## config.mk

```make
export PLATFORM = sky130hd
export DESIGN_NAME = ackp_poller
export DESIGN_NICKNAME = d
export VERILOG_FILES = /design/src/rtl/ackp_pkg.sv /design/src/rtl/ackp_poll_count.sv /design/src/rtl/ackp_seq.sv /design/src/rtl/ackp_out_reg.sv /design/src/rtl/ackp_poller.sv
export SDC_FILE = /design/constraint.sdc
export NUM_CORES = 1
export LEC_CHECK = 0
export BUFFER_PORTS_ARGS = -buffer_cell sky130_fd_sc_hd__buf_2
export CAP_MARGIN = 5
export CORE_MARGIN = 1.5
export CORE_UTILIZATION = 30
export DETAILED_ROUTE_END_ITERATION = 10
export REMOVE_ABC_BUFFERS = 1
export SYNTH_ARGS = -nofsm -noshare
export SYNTH_HDL_FRONTEND = slang
export SYNTH_HIERARCHICAL = 1
export SYNTH_SLANG_ARGS = --single-unit
```

## constraint.sdc

```tcl
create_clock -name clk -period 6.2 [get_ports clk]
set_input_delay 0.62 -clock clk [delete_from_list [all_inputs] [get_ports clk]]
set_output_delay 0.62 -clock clk [all_outputs]
set_load 0.05 [all_outputs]
```

## src/rtl/ackp_pkg.sv

```systemverilog
package ackp_pkg;
  typedef enum logic [1:0] {
    OP_START = 2'd0,
    OP_WRITE = 2'd1,
    OP_STOP  = 2'd2
  } ackp_op_e;

  typedef enum logic [1:0] {
    ST_IDLE  = 2'd0,
    ST_WSTRT = 2'd1,
    ST_WSEL  = 2'd2,
    ST_WSTOP = 2'd3
  } ackp_state_e;
endpackage

```

## src/rtl/ackp_poll_count.sv

```systemverilog
module ackp_poll_count #(
  parameter int MAX_POLLS = 64
) (
  input  logic clk,
  input  logic rst,
  input  logic clr,
  input  logic inc,
  output logic last
);
  localparam int CW = (MAX_POLLS > 1) ? $clog2(MAX_POLLS) : 1;
  localparam logic [CW-1:0] LAST_VAL = CW'(MAX_POLLS - 1);

  logic [CW-1:0] cnt_q;

  always_ff @(posedge clk) begin
    if (rst || clr) cnt_q <= '0;
    else if (inc && cnt_q != LAST_VAL) cnt_q <= cnt_q + 1'b1;
  end

  assign last = (cnt_q == LAST_VAL);
endmodule

```

## src/rtl/ackp_seq.sv

```systemverilog
module ackp_seq
  import ackp_pkg::*;
(
  input  logic     clk,
  input  logic     rst,
  input  logic     go,
  input  logic     eng_done,
  input  logic     eng_ack,
  input  logic     poll_last,
  output logic     issue,
  output ackp_op_e issue_op,
  output logic     capture,
  output logic     cnt_clr,
  output logic     cnt_inc,
  output logic     set_ready,
  output logic     set_timeout
);
  ackp_state_e st_q, st_d;

  always_ff @(posedge clk) begin
    if (rst) st_q <= ST_IDLE;
    else     st_q <= st_d;
  end

  always_comb begin
    st_d        = st_q;
    issue       = 1'b0;
    issue_op    = OP_START;
    capture     = 1'b0;
    cnt_clr     = 1'b0;
    cnt_inc     = 1'b0;
    set_ready   = 1'b0;
    set_timeout = 1'b0;
    unique case (st_q)
      ST_IDLE: if (go) begin
        st_d    = ST_WSTRT;
        issue   = 1'b1;
        capture = 1'b1;
        cnt_clr = 1'b1;
      end
      ST_WSTRT: if (eng_done) begin
        st_d     = ST_WSEL;
        issue    = 1'b1;
        issue_op = OP_WRITE;
      end
      ST_WSEL: if (eng_done) begin
        if (eng_ack) begin
          st_d      = ST_IDLE;
          set_ready = 1'b1;
        end else if (poll_last) begin
          st_d     = ST_WSTOP;
          issue    = 1'b1;
          issue_op = OP_STOP;
        end else begin
          st_d    = ST_WSTRT;
          issue   = 1'b1;
          cnt_inc = 1'b1;
        end
      end
      ST_WSTOP: if (eng_done) begin
        st_d        = ST_IDLE;
        set_timeout = 1'b1;
      end
      default: st_d = ST_IDLE;
    endcase
  end
endmodule

```

## src/rtl/ackp_out_reg.sv

```systemverilog
module ackp_out_reg
  import ackp_pkg::*;
#(
  parameter int ADDR_W = 7
) (
  input  logic              clk,
  input  logic              rst,
  input  logic              capture,
  input  logic [ADDR_W-1:0] dev_addr,
  input  logic              rw,
  input  logic              issue,
  input  ackp_op_e          issue_op,
  input  logic              set_ready,
  input  logic              set_timeout,
  output logic              cmd_valid,
  output logic [1:0]        cmd_op,
  output logic [ADDR_W:0]   cmd_byte,
  output logic              ready,
  output logic              timeout
);
  logic [ADDR_W:0] sel_q;

  always_ff @(posedge clk) begin
    if (rst) begin
      sel_q     <= '0;
      cmd_valid <= 1'b0;
      cmd_op    <= OP_START;
      cmd_byte  <= '0;
      ready     <= 1'b0;
      timeout   <= 1'b0;
    end else begin
      cmd_valid <= issue;
      if (capture) begin
        sel_q   <= {dev_addr, rw};
        ready   <= 1'b0;
        timeout <= 1'b0;
      end
      if (issue) begin
        cmd_op <= issue_op;
        if (issue_op == OP_WRITE) cmd_byte <= sel_q;
      end
      if (set_ready)   ready   <= 1'b1;
      if (set_timeout) timeout <= 1'b1;
    end
  end
endmodule

```

## src/rtl/ackp_poller.sv

```systemverilog
module ackp_poller
  import ackp_pkg::*;
#(
  parameter int MAX_POLLS = 64,
  parameter int ADDR_W    = 7
) (
  input  logic              clk,
  input  logic              rst,
  input  logic              go,
  input  logic [ADDR_W-1:0] dev_addr,
  input  logic              rw,
  input  logic              eng_done,
  input  logic              eng_ack,
  output logic              cmd_valid,
  output logic [1:0]        cmd_op,
  output logic [ADDR_W:0]   cmd_byte,
  output logic              ready,
  output logic              timeout
);
  logic     issue, capture, cnt_clr, cnt_inc, set_ready, set_timeout, poll_last;
  ackp_op_e issue_op;

  ackp_poll_count #(.MAX_POLLS(MAX_POLLS)) u_cnt (
    .clk(clk), .rst(rst), .clr(cnt_clr), .inc(cnt_inc), .last(poll_last)
  );

  ackp_seq u_seq (
    .clk(clk), .rst(rst), .go(go), .eng_done(eng_done), .eng_ack(eng_ack),
    .poll_last(poll_last), .issue(issue), .issue_op(issue_op),
    .capture(capture), .cnt_clr(cnt_clr), .cnt_inc(cnt_inc),
    .set_ready(set_ready), .set_timeout(set_timeout)
  );

  ackp_out_reg #(.ADDR_W(ADDR_W)) u_out (
    .clk(clk), .rst(rst), .capture(capture), .dev_addr(dev_addr), .rw(rw),
    .issue(issue), .issue_op(issue_op), .set_ready(set_ready),
    .set_timeout(set_timeout), .cmd_valid(cmd_valid), .cmd_op(cmd_op),
    .cmd_byte(cmd_byte), .ready(ready), .timeout(timeout)
  );
endmodule

```

# Yosys cells after proc, flatten, opt, wreduce, memory -nomap -nowiden

Index checks and enable logic that the tools add are counted.

Reductions and logical operators: 7
$add $sub $neg: 1
Mux-type cells: 29
Equal/unequal tests: 10

Operators with widths:

| operator                                            | count |
|---|---|
| 2-to-1 mux 2 bit                                    | 9 |
| 2-to-1 mux 1 bit                                    | 17 |
| inequality test 2 bit, second input constant        | 4 |
| one-hot mux 2 bit (4 select lines)                  | 1 |
| adder 6 x 1 -> 6 bit, second input constant         | 1 |
| equality test 6 bit, second input constant          | 1 |
| inequality test 6 bit, second input constant        | 1 |
| equality test 2 x 1 -> 1 bit, second input constant | 2 |
| equality test 2 bit, second input constant          | 2 |
| one-hot mux 2 bit (2 select lines)                  | 1 |
| AND reduction 4 bit                                 | 1 |
| nonzero test 2 bit                                  | 2 |
| one-hot mux 1 bit (3 select lines)                  | 1 |
| zero test 2 bit                                     | 1 |
| AND reduction 2 bit                                 | 1 |
| logical AND 1 bit                                   | 1 |
| logical OR 1 bit                                    | 1 |

Output and inout bits: 13
Logic and storage cells: 55
Bits in registers: 29

# Depth between registers and ports, before layout

Depth after elaboration: 7
Mapped depth: 8

# Modules after synthesis

Netlist, hierarchy kept.

By module, submodules not included:

| module          | area each (um2) | times used | sequential area each (um2) | cells an instance |
|---|---|---|---|---|
| ackp_out_reg    | 815.8           | 1          | 420.4                      | 78 |
| ackp_poll_count | 299.0           | 1          | 120.1                      | 32 |
| ackp_seq        | 275.3           | 1          | 40.0                       | 31 |

# Worst setup path after synthesis

OpenSTA, ideal clock, no wires.

Path type: register to register
Start point: reg u_cnt.cnt_q[0]
End point: reg u_cnt.cnt_q[5]
Library setup time: 0.115 ns
Required time: 6.085 ns
Path slack: 4.254 ns
Clock period less this slack: 1.946 ns
Cell stages (with the launch flop): 8
Arrival: 1.831 ns
Path buffers: 0
Cell sequence: dfxtp_1 ha_1 and3_4 and3_2 and3b_1 nand4_1 o41a_1 o21a_1

Longest elaborated chain between the ends: 6
Elaborated cells on any way between the ends: 8
Those cells by class: add/sub: 1; eq/ne: 2; mux: 4; reduce/logical: 1

RTL lines:

| item                     | RTL line              | RTL |
|---|---|---|
| start: declaration       | ackp_poll_count.sv:13 | `logic [CW-1:0] cnt_q;` |
| start signal: assignment | ackp_poll_count.sv:17 | `else if (inc && cnt_q != LAST_VAL) cnt_q <= cnt_q + 1'b1;` |
| equality test 6 bit      | ackp_poll_count.sv:20 | `assign last = (cnt_q == LAST_VAL);` |
| via poll_last            | ackp_poller.sv:20     | `logic issue, capture, cnt_clr, cnt_inc, set_ready, set_timeout, poll_last;` |
| 2-to-1 mux 1 bit         | ackp_seq.sv:50        | `end else if (poll_last) begin` |
| 2-to-1 mux 1 bit         | ackp_seq.sv:47        | `if (eng_ack) begin` |
| 2-to-1 mux 1 bit         | ackp_seq.sv:46        | `ST_WSEL: if (eng_done) begin` |
| 2-to-1 mux 1 bit         | ackp_seq.sv:34        | `unique case (st_q)` |
| via cnt_inc              | ackp_poller.sv:20     |  |
| logical AND 1 bit        | ackp_poll_count.sv:17 |  |

The timed path passes the listed nets, and every way through them passes these cells.
A chain may end at the register's enable or synchronous reset.

# Worst setup path after layout

Start point: reg u_seq.st_q[0]
End point: reg u_out.cmd_byte[4]

Elaborated cells on any way between the ends: 7
Those cells by class: eq/ne: 3; mux: 2; reduce/logical: 2

RTL lines:

| item                                              | RTL line           | RTL |
|---|---|---|
| start: declaration                                | ackp_seq.sv:18     | `ackp_state_e st_q, st_d;` |
| start signal: assignment                          | ackp_seq.sv:22     | `else st_q <= st_d;` |
| equality test 2 bit, or another cell as far along | ackp_seq.sv:34     |  |
| one-hot mux 1 bit (3 select lines) *              | ackp_seq.sv:34     |  |
| via issue                                         | ackp_poller.sv:20  |  |
| AND reduction 2 bit (no source line) *            | n/a                |  |
| end signal: assignment                            | ackp_out_reg.sv:40 | `if (issue_op == OP_WRITE) cmd_byte <= sel_q;` |
| end: declaration                                  | ackp_out_reg.sv:17 | `output logic [ADDR_W:0] cmd_byte,` |

Mark *: on every way through the listed nets, which the timed path passes. The rest lies on a longest branch.

==> results by group <==
Synth
  • Synth Register Bits: 29
  • Synth Area in XOR/XNOR: 0
  • Largest area contributor in the netlist: dfxtp_1
  • Syn_area_per_cell: 9.859 um2
  • Post-synth EDFFs: 0
  • Largest family of logic cells by synthesized area: simple AND/OR/NAND/NOR gates
  • Synth Area in Compound Gates: 0.09901
  • Netlist Area Pre-Place: 1390 um2
  • Share of the synthesized area in the top cell type: 0.4176
  • Async S/R FF share, synth: 0
  • Post-synth top cells: 29 x dfxtp_1, 20 x mux2i_1, 19 x nand2b_1, 12 x nor2_1, 8 x inv_1
  • Most area-consuming cells after synthesis: dfxtp_1 42%, mux2i_1 14%, nand2b_1 8.6%, ha_1 6.3%, nor2_1 3.2%
  • Adder-Cell Fraction of Synth Area: 0.06301
  • Count leader, synth: dfxtp_1
  • Mux cell area share after synthesis: 0.1440
  • Primary FF master, synth: dfxtp_1
  • Post-Syn Instances: 141
  • Register area share after synthesis: 0.4176
  • Yosys warns: 6
  • Post-Synth Simple-Gate Area: 0.2277
  • Unique masters post-synth: 35

Clocking
  • Root Driver: clkbuf_8
  • Sink Count: 29
  • Clock-pin slew on the worst setup and hold paths: 0.07 ns
  • Worst-case clock buffer depth: 2
  • PostCTS Resize Cnt: 0
  • CTS Buf Count: 5
  • Skew-Pair Late Insertion Delay: 0.28 ns
  • Cts hold-fix bufs: 0
  • Post-CTS setup buffer count: 0
  • CTS tree: yes
  • CTS H-tree depth: 2

STA
  • Worst Clk Skew: 0.006198 ns
  • Slew @ Worst Pin: 0.6207 ns
  • Setup violators final: 0
  • Fin crit share: 0.3557
  • RSZ-0062 raised after global routing: no
  • Max Fclk: 453.4 MHz
  • Slew margin rel.: 0.5857
  • Tmin final: 2.206 ns
  • Fin. max-slew vios: 0
  • Hold Fails Final Rpt: 0
  • Setup TNS: 0 ns

Run
  • Max-cap check violation count: 0

Placement
  • # port buffers: 25
  • Routability congestion estimate: 0.7581
  • Dpl hpwl: 1756 um

Finish
  • Area growth from synthesis to layout: 19.62%
  • Nets: 187
  • Share of cells above drive strength 1: 0.2321
  • Ant. Diodes: 0

Power
  • PwrDens: 348.1 nW/um2
  • Max IR drop VDD: 165.9 uV
  • Power Total: 578.8 uW
  • Leakage dissipation: 0.6961 nW

Detailed routing
  • Total Wirelength: 2523 um
  • Met2 routed WL: 1025 um
  • Drt drc: 0
  • DR WL met3: 141 um
  • Wire length on met1: 1332 um
  • DRT Pass-1 Iters: 4
  • Via density: 4.700
  • Wire per inst: 11.47 um
  • DR vias: 1,034
  • DRT antenna net count: 0
  • Starting DRC count in detailed routing: 45
  • Uppermost layer routed: met4

Worst setup path
  • Worst Path Required: 6.41 ns
  • Worst R2R Start: u_seq/st_q[0]
  • Critical Path Source: u_seq/st_q[0]
  • Crit Path Category: reg2reg
  • Crit-path max FO: 8
  • Worst Setup End Kind: flop
  • Startpoint types: flop
  • Critical path data arrival time: 2.41 ns

Global route
  • Global-route wire length before repair: 4540 um
  • Gr usage total: 0.1137
  • Pin count of the biggest net entering global routing: 36
  • Number of global-route vias before repair: 1,012
  • Initial antenna violation count: 0
  • Grt total ovfl: 0

Floorplan
  • Die width: 71.07 um
  • Core Area: 4414 um2
  • Die area: 5051 um2
  • # rows: 24
  • Io pins: 26
  • Starting Density: 0.3149
  • Die Ht: 71.07 um

Worst hold path
  • HP Class: reg2reg
  • Worst Min Path Start: u_out/ready

Status
  • Status: finished clean
[cells by family (layout without fill, tap and decap cells)]
group / count (synthesis) / count (layout)
AND/OR/NAND/NOR: 53 / 53
flip-flops: 29 / 29
AO/OA/AOI/OAI: 18 / 18
adder cells (fa/ha/maj): 7 / 7
multiplexers: 20 / 20
buffers and inverters: 14 / 41
[layout make-up]
type / count / area [um2]
sequential: 29 / 580.6
inverter: 8 / 30.03
timing repair buffer: 25 / 125.1
tap: 52 / 65.06
fill: 450 / 2751
multi-input combinational: 98 / 742.0
clock inverter: 2 / 37.54
clock buffer: 6 / 82.58
[metrics by stage]
stage	hold WS (ns)	area, um2	setup slack, ns	instances	utilization
floorplan	0.4506	1353	4.254	135	-
global placement	0.4572	1543	4.015	212	0.3495
detailed placement	0.4650	1543	3.947	212	0.3495
CTS	0.4759	1663	4.002	220	0.3767
global route	0.4926	1663	3.770	220	0.3767
finish	0.4695	1663	3.994	220	0.3767
[worst paths after layout]
kind | cells after the start | to | slack, ns
max | 7 | u_out/cmd_byte[4] | 3.99
min | 2 | u_out/ready | 0.47
max reg2reg | 7 | u_out/cmd_byte[4] | 3.99
min reg2reg | 2 | u_out/ready | 0.47
[flip-flops by register name (all words and copies together) (netlist names)]
name             flops
u_out/cmd_valid      1
u_seq/st_q           2
u_out/cmd_op         2
u_out/ready          1
u_out/sel_q          8
u_out/cmd_byte       8
u_cnt/cnt_q          6
u_out/timeout        1
[layer usage]
metal / up-vias / track usage
li1: 536 / -
met1: 470 / 0.1604
met2: 25 / 0.1599
met3: 3 / 0.04274
met4: 0 / 0.03774
met5: - / 0
[layout by cell type, fill, tap and decap left out, drive strengths merged, types with 3 or more instances in the layout]
master and instances:
nor2 12, mux2i 20, buf 25, a31oi 3, inv 8, nand2 5, dfxtp 29, and3 5
nand2b 20, ha 7, a21oi 5, clkbuf 6
[where the power goes]
group          total [mW]  internal (mW)  leakage (nW)  switching [mW]
logic               0.151         0.0622         0.403          0.0884
registers           0.222          0.207         0.236          0.0157
clock network       0.206          0.131        0.0574          0.0754
total               0.579          0.399         0.696           0.179
[critical path: stages, from the launching register on]
cell and delay [ns]:
dfxtp_1 0.37, inv_1 0.12, ha_1 0.23, and2b_1 0.22, o21ai_1 0.07, a21oi_1 0.33
and3b_1 0.53, mux2i_1 0.25
(Power assumes the default switching activity.)
